File: src/rtl/bws_pkg.sv
package bws_pkg;
  typedef enum logic [1:0] {ST_IDLE, ST_LAT, ST_DATA, ST_GAP} seq_state_t;

  // total initial access cycles for a latency code
  function automatic logic [2:0] lat_cycles(input logic [2:0] code);
    return code + 3'd2;
  endfunction

  function automatic logic code_reserved(input logic [2:0] code);
    return code[2] & code[1];
  endfunction
endpackage

File: src/rtl/bws_cfg.sv
module bws_cfg (
  input  logic       clk,
  input  logic       rst_n,
  input  logic       busy,
  input  logic       cfg_wr,
  input  logic [2:0] cfg_lat,
  input  logic       cfg_xwait,
  input  logic       cfg_fullclk,
  output logic [2:0] lat_code,
  output logic       xwait_en,
  output logic       fullclk_en,
  output logic       cfg_err
);
  import bws_pkg::*;

  logic       pend_v;
  logic [2:0] pend_lat;
  logic       pend_xw, pend_fc;
  logic       apply;
  logic [2:0] sel_lat;
  logic       sel_xw, sel_fc;

  always_comb begin
    apply   = !busy && (cfg_wr || pend_v);
    sel_lat = cfg_wr ? cfg_lat     : pend_lat;
    sel_xw  = cfg_wr ? cfg_xwait   : pend_xw;
    sel_fc  = cfg_wr ? cfg_fullclk : pend_fc;
  end

  always_ff @(posedge clk or negedge rst_n) begin
    if (!rst_n) begin
      lat_code   <= 3'b101;
      xwait_en   <= 1'b1;
      fullclk_en <= 1'b1;
      cfg_err    <= 1'b0;
      pend_v     <= 1'b0;
      pend_lat   <= 3'b101;
      pend_xw    <= 1'b1;
      pend_fc    <= 1'b1;
    end else if (cfg_wr && busy) begin
      pend_v   <= 1'b1;
      pend_lat <= cfg_lat;
      pend_xw  <= cfg_xwait;
      pend_fc  <= cfg_fullclk;
    end else if (apply) begin
      pend_v     <= 1'b0;
      xwait_en   <= sel_xw;
      fullclk_en <= sel_fc;
      if (code_reserved(sel_lat)) cfg_err  <= 1'b1;
      else                        lat_code <= sel_lat;
    end
  end
endmodule

File: src/rtl/bws_core.sv
module bws_core #(
  parameter int AW        = 16,
  parameter int BND_WORDS = 16
) (
  input  logic          clk,
  input  logic          rst_n,
  input  logic          adv_n,
  input  logic [AW-1:0] start_addr,
  input  logic          term,
  input  logic [2:0]    lat_code,
  input  logic          xwait_en,
  output logic          rdy,
  output logic          dvalid,
  output logic          busy,
  output logic [AW-1:0] burst_addr
);
  import bws_pkg::*;

  localparam int BW = $clog2(BND_WORDS);

  seq_state_t    st;
  logic [2:0]    cnt;
  logic          adv_q, two_cyc, start, at_bnd;
  logic [AW-1:0] nxt;

  always_comb begin
    start  = !adv_n && adv_q;
    nxt    = burst_addr + AW'(1);
    at_bnd = (nxt[BW-1:0] == '0);
    dvalid = (st == ST_DATA);
    busy   = (st != ST_IDLE);
    rdy    = (st == ST_DATA) || (st == ST_LAT && cnt == 3'd1 && !two_cyc);
  end

  always_ff @(posedge clk or negedge rst_n) begin
    if (!rst_n) begin
      st         <= ST_IDLE;
      cnt        <= '0;
      adv_q      <= 1'b1;
      two_cyc    <= 1'b0;
      burst_addr <= '0;
    end else begin
      adv_q <= adv_n;
      if (start) begin
        st         <= ST_LAT;
        cnt        <= lat_cycles(lat_code) - 3'd1;
        two_cyc    <= (lat_code == 3'b000);
        burst_addr <= start_addr;
      end else if (term && st != ST_IDLE) begin
        st <= ST_IDLE;
      end else begin
        case (st)
          ST_LAT: begin
            if (cnt == 3'd1) st <= ST_DATA;
            else             cnt <= cnt - 3'd1;
          end
          ST_DATA: begin
            burst_addr <= nxt;
            if (xwait_en && at_bnd) st <= ST_GAP;
          end
          ST_GAP:  st <= ST_DATA;
          default: st <= ST_IDLE;
        endcase
      end
    end
  end
endmodule

File: src/rtl/bws_array.sv
module bws_array #(
  parameter int              AW   = 16,
  parameter int              DW   = 16,
  parameter logic [DW-1:0]   SEED = 16'hC3A5
) (
  input  logic [AW-1:0] addr,
  output logic [DW-1:0] data
);
  assign data = DW'(addr) ^ SEED;
endmodule

File: src/rtl/burst_wait_seq.sv
module burst_wait_seq #(
  parameter int            AW        = 16,
  parameter int            DW        = 16,
  parameter int            BND_WORDS = 16,
  parameter logic [DW-1:0] SEED      = 16'hC3A5
) (
  input  logic          clk,
  input  logic          rst_n,
  input  logic          adv_n,
  input  logic [AW-1:0] start_addr,
  input  logic          term,
  input  logic          cfg_wr,
  input  logic [2:0]    cfg_lat,
  input  logic          cfg_xwait,
  input  logic          cfg_fullclk,
  output logic          rdy,
  output logic          dvalid,
  output logic [DW-1:0] dout,
  output logic [AW-1:0] burst_addr,
  output logic          busy,
  output logic [2:0]    lat_code,
  output logic          xwait_en,
  output logic          fullclk_en,
  output logic          cfg_err
);
  bws_cfg u_cfg (
    .clk(clk), .rst_n(rst_n), .busy(busy),
    .cfg_wr(cfg_wr), .cfg_lat(cfg_lat), .cfg_xwait(cfg_xwait), .cfg_fullclk(cfg_fullclk),
    .lat_code(lat_code), .xwait_en(xwait_en), .fullclk_en(fullclk_en), .cfg_err(cfg_err)
  );

  bws_core #(.AW(AW), .BND_WORDS(BND_WORDS)) u_core (
    .clk(clk), .rst_n(rst_n), .adv_n(adv_n), .start_addr(start_addr), .term(term),
    .lat_code(lat_code), .xwait_en(xwait_en),
    .rdy(rdy), .dvalid(dvalid), .busy(busy), .burst_addr(burst_addr)
  );

  bws_array #(.AW(AW), .DW(DW), .SEED(SEED)) u_arr (
    .addr(burst_addr), .data(dout)
  );
endmodule

File: config.mk
export PLATFORM = sky130hd
export DESIGN_NAME = burst_wait_seq
export DESIGN_NICKNAME = d
export VERILOG_FILES = /design/src/rtl/bws_pkg.sv /design/src/rtl/bws_cfg.sv /design/src/rtl/bws_core.sv /design/src/rtl/bws_array.sv /design/src/rtl/burst_wait_seq.sv
export SDC_FILE = /design/constraint.sdc
export NUM_CORES = 1
export LEC_CHECK = 0
export BUFFER_PORTS_ARGS = -buffer_cell sky130_fd_sc_hd__buf_2
export CORE_MARGIN = 5
export CORE_UTILIZATION = 42
export DETAILED_ROUTE_END_ITERATION = 6
export GPL_TIMING_DRIVEN = 0
export PLACE_DENSITY = 0.73
export SETUP_SLACK_MARGIN = 0.5
export SLEW_MARGIN = 10
export SYNTH_ARGS = -nofsm -noshare
export SYNTH_HDL_FRONTEND = slang
export SYNTH_SLANG_ARGS = --single-unit
File: constraint.sdc
create_clock -name clk -period 2.1 [get_ports clk]
set_input_delay 0.315 -clock clk [delete_from_list [all_inputs] [get_ports clk]]
set_output_delay 0.315 -clock clk [all_outputs]
set_load 0.02 [all_outputs]
Yosys cells after proc, flatten, opt, wreduce, memory -nomap -nowiden
Cells that the tools add are included.
{ "totals": {"ff_bits": 35, "in_bits": 26, "output_inout_bits": 41, "elab_cells": 70} }
{ "classes": {"add_sub_neg": 4, "n_eq_ne": 8, "n_mux": 17, "bitwise": 4, "reduce_logical": 24} }
{ "op_table": {"columns": ["op", "count"], "rows": [
  ["two-way mux 16 bit", 3],
  ["adder 16 x 1 -> 16 bit (second input constant)", 1],
  ["two-way mux 3 bit", 5],
  ["AND reduction 3 bit", 3],
  ["two-way mux 2 bit", 4],
  ["inverter 8 bit", 1],
  ["nonzero test 2 bit", 4],
  ["logical AND 1 bit", 7],
  ["case mux 2 bit (3 select lines)", 1],
  ["AND reduction 2 bit", 3],
  ["subtractor 3 x 1 -> 3 bit (second input constant)", 2],
  ["== test 2 bit (second input constant)", 2],
  ["logical NOT 4 bit", 1],
  ["two-way mux 1 bit", 4],
  ["!= test 2 x 1 -> 1 bit (second input constant)", 2],
  ["!= test 4 x 1 -> 1 bit (second input constant)", 1],
  ["!= test 4 x 3 -> 1 bit (second input constant)", 1],
  ["adder 3 x 2 -> 3 bit (second input constant)", 1],
  ["== test 3 x 1 -> 1 bit (second input constant)", 1],
  ["logical NOT 1 bit", 3],
  ["logical NOT 3 bit", 1],
  ["== test 2 x 1 -> 1 bit (second input constant)", 1],
  ["logical OR 1 bit", 2],
  ["inverter 1 bit", 2],
  ["bitwise AND 1 bit", 1]
]} }

Depth between registers and ports, before layout
{ "logic_depth": {"depth_word": 7, "depth_mapped": 7, "mapped_depth_nobuf": 6} }

Modules after synthesis
Synthesis repeated with hierarchy kept, for this count alone.
{ "hier_totals": {"hier_cells": 211, "hier_area_um2": 2068.2} }
{ "by_module_without_submodules": {"columns": ["module", "n_inst", "cells_per_inst", "area_each_um2", "seq_area_each_um2"], "rows": [
  ["bws_core", 1, 148, 1387.6, 576.8],
  ["bws_cfg", 1, 47, 590.6, 310.3],
  ["bws_array", 1, 16, 90.1, 0.0]
]} }

Worst setup path after synthesis
OpenSTA, ideal clock, no wires.
{ "synth_path": {"path_type": "register -> register", "from": "reg u_core.burst_addr[0]", "to": "reg u_core.burst_addr[12]", "setup_time_ns": 0.135, "t_arrival_ns": 1.479, "slack_ns": 0.486, "stages_incl_launch_ff": 6, "n_path_buf": 0, "cell_sequence": "dfrtp_1 > ha_1 > nand4bb_1 > nor4_1 > xnor2_1 > o21ai_0"} }
{ "synth_via": {"elab_chain_cells": 4} }
{ "synth_rtl": {"columns": ["item", "line_no", "rtl"], "rows": [
  ["from (decl)", "bws_core.sv:15", "output logic [AW-1:0] burst_addr"],
  ["from (signal assigned)", "bws_core.sv:48", "burst_addr <= start_addr;"],
  ["from (signal assigned)", "bws_core.sv:58", "burst_addr <= nxt;"],
  ["adder 16 x 1 -> 16 bit", "bws_core.sv:28", "nxt = burst_addr + AW'(1);"],
  ["two-way mux 16 bit", "bws_core.sv:52", "case (st)"],
  ["two-way mux 16 bit", "bws_core.sv:49", "end else if (term && st != ST_IDLE) begin"],
  ["two-way mux 16 bit", "bws_core.sv:44", "if (start) begin"]
]} }
No other way between the ends. The select of a mux whose other input is x is not followed.
A chain may end at the register's enable or synchronous reset.

Worst setup path in the final report
{ "layout_path": {"from": "reg u_core.cnt[0]", "to": "out rdy"} }
{ "layout_via": {"elab_chain_cells": 4} }
{ "layout_rtl": {"columns": ["item", "line_no", "rtl"], "rows": [
  ["from (decl)", "bws_core.sv:22", "logic [2:0] cnt;"],
  ["from (signal assigned)", "bws_core.sv:46", "cnt <= lat_cycles(lat_code) - 3'd1;"],
  ["from (signal assigned)", "bws_core.sv:55", "else cnt <= cnt - 3'd1;"],
  ["== test 3 x 1 -> 1 bit", "bws_core.sv:32", "rdy = (st == ST_DATA) || (st == ST_LAT && cnt == 3'd1 && !two_cyc);"],
  ["logical AND 1 bit (2 in a row)", "bws_core.sv:32", null],
  ["logical OR 1 bit", "bws_core.sv:32", null],
  ["to (decl)", "burst_wait_seq.sv:16", "output logic rdy,"]
]} }
No other way between the ends.

==> impl_metrics.toml <==
[status]
status = "completed"

[sta]
worst_slew_pin_slew_ps = 784.0
slew_violations = 0
fin_skew_ps = 11.19
setup_viol = 0
fin_setup_tns_ps = 0
period_needed_ps = 1627
hold_viol_final = 0
rsz0062_at_grt = "true"
fmax_ghz = 0.6147
worst_hold_slack_ps = 94.58
slew_headroom_pct = 47.73
min_period_over_period_pct = 77.47

[power_and_ir_drop]
p_leak_nw = 1.260
finalPower_mw = 2.568
vdd_drop_max_uv = 548.7
power_density_nw_per_um2 = 971.5

[logic_synthesis]
synth_top_area_share_pct = 32.64
synth_compound_area_share_pct = 10.04
synth_adder_area_share_pct = 3.139
syn-cell-area_sq_um = 1993
yosys.area_share.simple_pct = 20.53
synthXorXnorAreaFrac_pct = 5.712
syn_avg_cell_area_sq_um = 9.770
synth_top_area_cell = "dfrtp_1"
synth_top_flop_cell = "dfrtp_1"
synth_top_family_by_area = "simple AND/OR/NAND/NOR gates"
ys_types = 41
synth_seq_area_share_pct = 44.51
yosysWarnings = 0
synth_nets = 235
yosys-top-cells-area = "dfrtp_1 33%, dfstp_2 12%, xnor2_1 5.3%"
synth_edf_count = 0
synthMuxAreaShare_pct = 7.407
async_flop_share_pct = 100.0
netlist_instances = 204
yosys_register_bits = 35

[clock_tree]
clock-sinks = 35
htree_levels = 2
clk_latency_ps = 290
cts_tree = "done"
cts.root.buffer_cell = "clkbuf_8"
clk_pin_slew_ps = 80
ctsHoldBuffers = 0
cts_buffer_depth = 2
numCtsBuffers = 5

[setup_path]
cp_max_fo = 3
cpLargestDelayFamily = "flip-flops"
start_kind = "register"
r2r-end = "u_core.burst_addr[15]$_DFFE_PN0P_"
crit_type = "reg -> out"
cp_cell_sequence = "ha_2 > nor2b_4 > a31o_2 > buf_6"
r2r_slack_ps = 510
crit_path_top_delay_cell = "dfrtp_1"
cpPeakStageDelay_ps = 390
reg2regPathDepth = 5
path_buf_inv = 1
cp-end-kind = "output port"
path_depth = 4
worst_ep_arrival_time_ps = 1310
endpoint = "rdy"
crit_start = "u_core.cnt[0]$_DFFE_PN0P_"
critPathRequiredTime_ps = 1780
r2r-start = "u_core.st[0]$_DFFE_PN0P_"

[global_route]
grt_pass1_vias = 1691
antenna_found_initial = 0
grt_pass1_wl_um = 7859
grt_overflow = 0
track_usage_pct = 15.88
grt_max_degree = 36

[floorplanning]
initial_core_util_pct = 42.77
die_area_sq_um = 6224
fp.dieW_um = 78.89
die_h_um = 78.89
boundaryPins = 67
core_sq_um = 4661
rows = 25

[final_layout]
n_fill_cell = 421
drive_gt1_share_pct = 47.52
diodes = 0
final_area_sq_um = 2644
area_growth_pct = 32.64
utilization_pct = 56.72
nets = 312

[detailed_routing]
drc = 0
avgRoutedWirePerCell_um = 14.26
wl_um = 4790
dr.first_iter.drc_count = 56
first_pass_iters = 4
drt.antenna.violating_nets = 0
viasPerCell = 5.128
via_count = 1723

[worst_hold_path]
hold_class = "in -> async"

[placed_design]
numPortBuffers = 65
place.gp.congestion = 0.8073
hpwl_um = 3537
place_area_sq_um = 2392

[flow_run]
max_cap_violations = 0
==> worst reg2reg max path, cell delays in order (launching register included) <==
cell,delay (ps)
dfrtp_1,380
buf_6,140
or3b_4,440
nor3_4,240
a31o_2,200
a31oi_1,70
==> where the power goes <==
group	internal (mW)	switching (mW)	leakage (nW)
Combinational	0.448	0.553	0.813
Sequential	0.903	0.155	0.399
Clock	0.265	0.245	0.0482
Total	1.62	0.952	1.26
==> repair_timing <==
item,CTS,global route
endpoints found under the setup margin,20,18
pin swaps,3,4
resized for setup,16,15
setup buffers,3,2
==> cell families (layout without fill, tap and decap cells) <==
| logic type | after synthesis | count (layout) |
|---|---|---|
| buf+inv | 34 | 112 |
| compound gates | 31 | 31 |
| xor+xnor | 13 | 13 |
| flops | 35 | 35 |
| fa+ha+maj | 5 | 5 |
| mux | 14 | 14 |
| simple gates | 72 | 72 |
==> worst min path at each step <==
stage | slack [ps] | startpoint | cells after the start | endpoint
3_3_place_gp | 440 | rst_n | 1 | u_core.burst_addr[9]$_DFFE_PN0P_
5_1_grt | 140 | adv_n | 1 | u_core.adv_q$_DFF_PN1_
4_1_cts | 140 | rst_n | 1 | u_core.burst_addr[9]$_DFFE_PN0P_
2_1_floorplan | 20 | rst_n | 0 | u_cfg.cfg_err$_DFFE_PN0P_
6_report | 90 | rst_n | 1 | u_core.burst_addr[7]$_DFFE_PN0P_
3_5_place_dp | 440 | adv_n | 1 | u_core.adv_q$_DFF_PN1_
==> sequential cells by signal (all words and copies together) (netlist names), 2 cells and up <==
signal / cells
u_core.cnt: 3
u_core.st: 2
u_core.burst_addr: 16
u_cfg.pend_lat: 3
u_cfg.lat_code: 3
==> routing by layer <==
| layer | GRT usage, % | vias up | share of wire, % |
|---|---|---|---|
| met5 | 0 | - | 0 |
| met4 | 3.265 | 0 | 0.27 |
| met3 | 5.329 | 2 | 7.9 |
| met2 | 28.18 | 55 | 48 |
| met1 | 18.68 | 817 | 44 |
| li1 | - | 849 | - |
==> cell usage in the layout, fill, tap and decap left out, drive strengths merged, types with 2 or more instances in the layout <==
cell type	netlist	routed
a2bb2oi	2	2
nand4	7	7
dfrtp	26	26
nor3	5	5
nand3	6	6
nor2b	3	3
clkbuf	6	13
inv	16	16
a31oi	4	4
nand2	17	17
nor4	6	6
ha	5	5
a31o	3	3
dfstp	9	9
xnor2	12	12
o21ai	11	11
buf	12	82
mux2	6	6
mux2i	8	8
a21oi	6	6
nor2	18	18
nand3b	2	2
==> synthesized netlist by cell type (2+ instances only) <==
| cell | instances |
|---|---|
| xnor2_1 | 12 |
| o21ai_0 | 10 |
| nor4_1 | 4 |
| a2bb2oi_1 | 2 |
| inv_1 | 16 |
| clkbuf_1 | 6 |
| nor3_1 | 4 |
| nand3b_1 | 2 |
| a21oi_1 | 6 |
| nand2_1 | 17 |
| nor2b_1 | 3 |
| nor2_1 | 18 |
| dfstp_2 | 9 |
| ha_1 | 5 |
| dfrtp_1 | 26 |
| buf_4 | 10 |
| a31oi_1 | 4 |
| mux2i_1 | 8 |
| nor4_4 | 2 |
| nand3_1 | 6 |
| mux2_2 | 6 |
| a31o_2 | 3 |
| nand4_1 | 7 |
==> layout make-up <==
| type | count | area, sq um | share of cell area [%] |
|---|---|---|---|
| inverter | 16 | 60.06 | 2.272 |
| clock inverter | 1 | 5.005 | 0.1893 |
| multi-input combinational | 135 | 1042 | 39.42 |
| buffer | 18 | 123.9 | 4.685 |
| clock buffer | 7 | 86.33 | 3.265 |
| timing repair buffer | 70 | 369.1 | 13.96 |
| tap | 54 | 67.56 | 2.556 |
| sequential | 35 | 889.6 | 33.65 |
==> stage by stage <==
stage          cells  setup slack, ps
3_3_place_gp     323            394.5
3_5_place_dp     323            352.4
2_1_floorplan    204            497.8
4_1_cts          334            376.9
5_1_grt          336            428.4
6_report         336            473.2
Power figures use the tool's default switching activity.
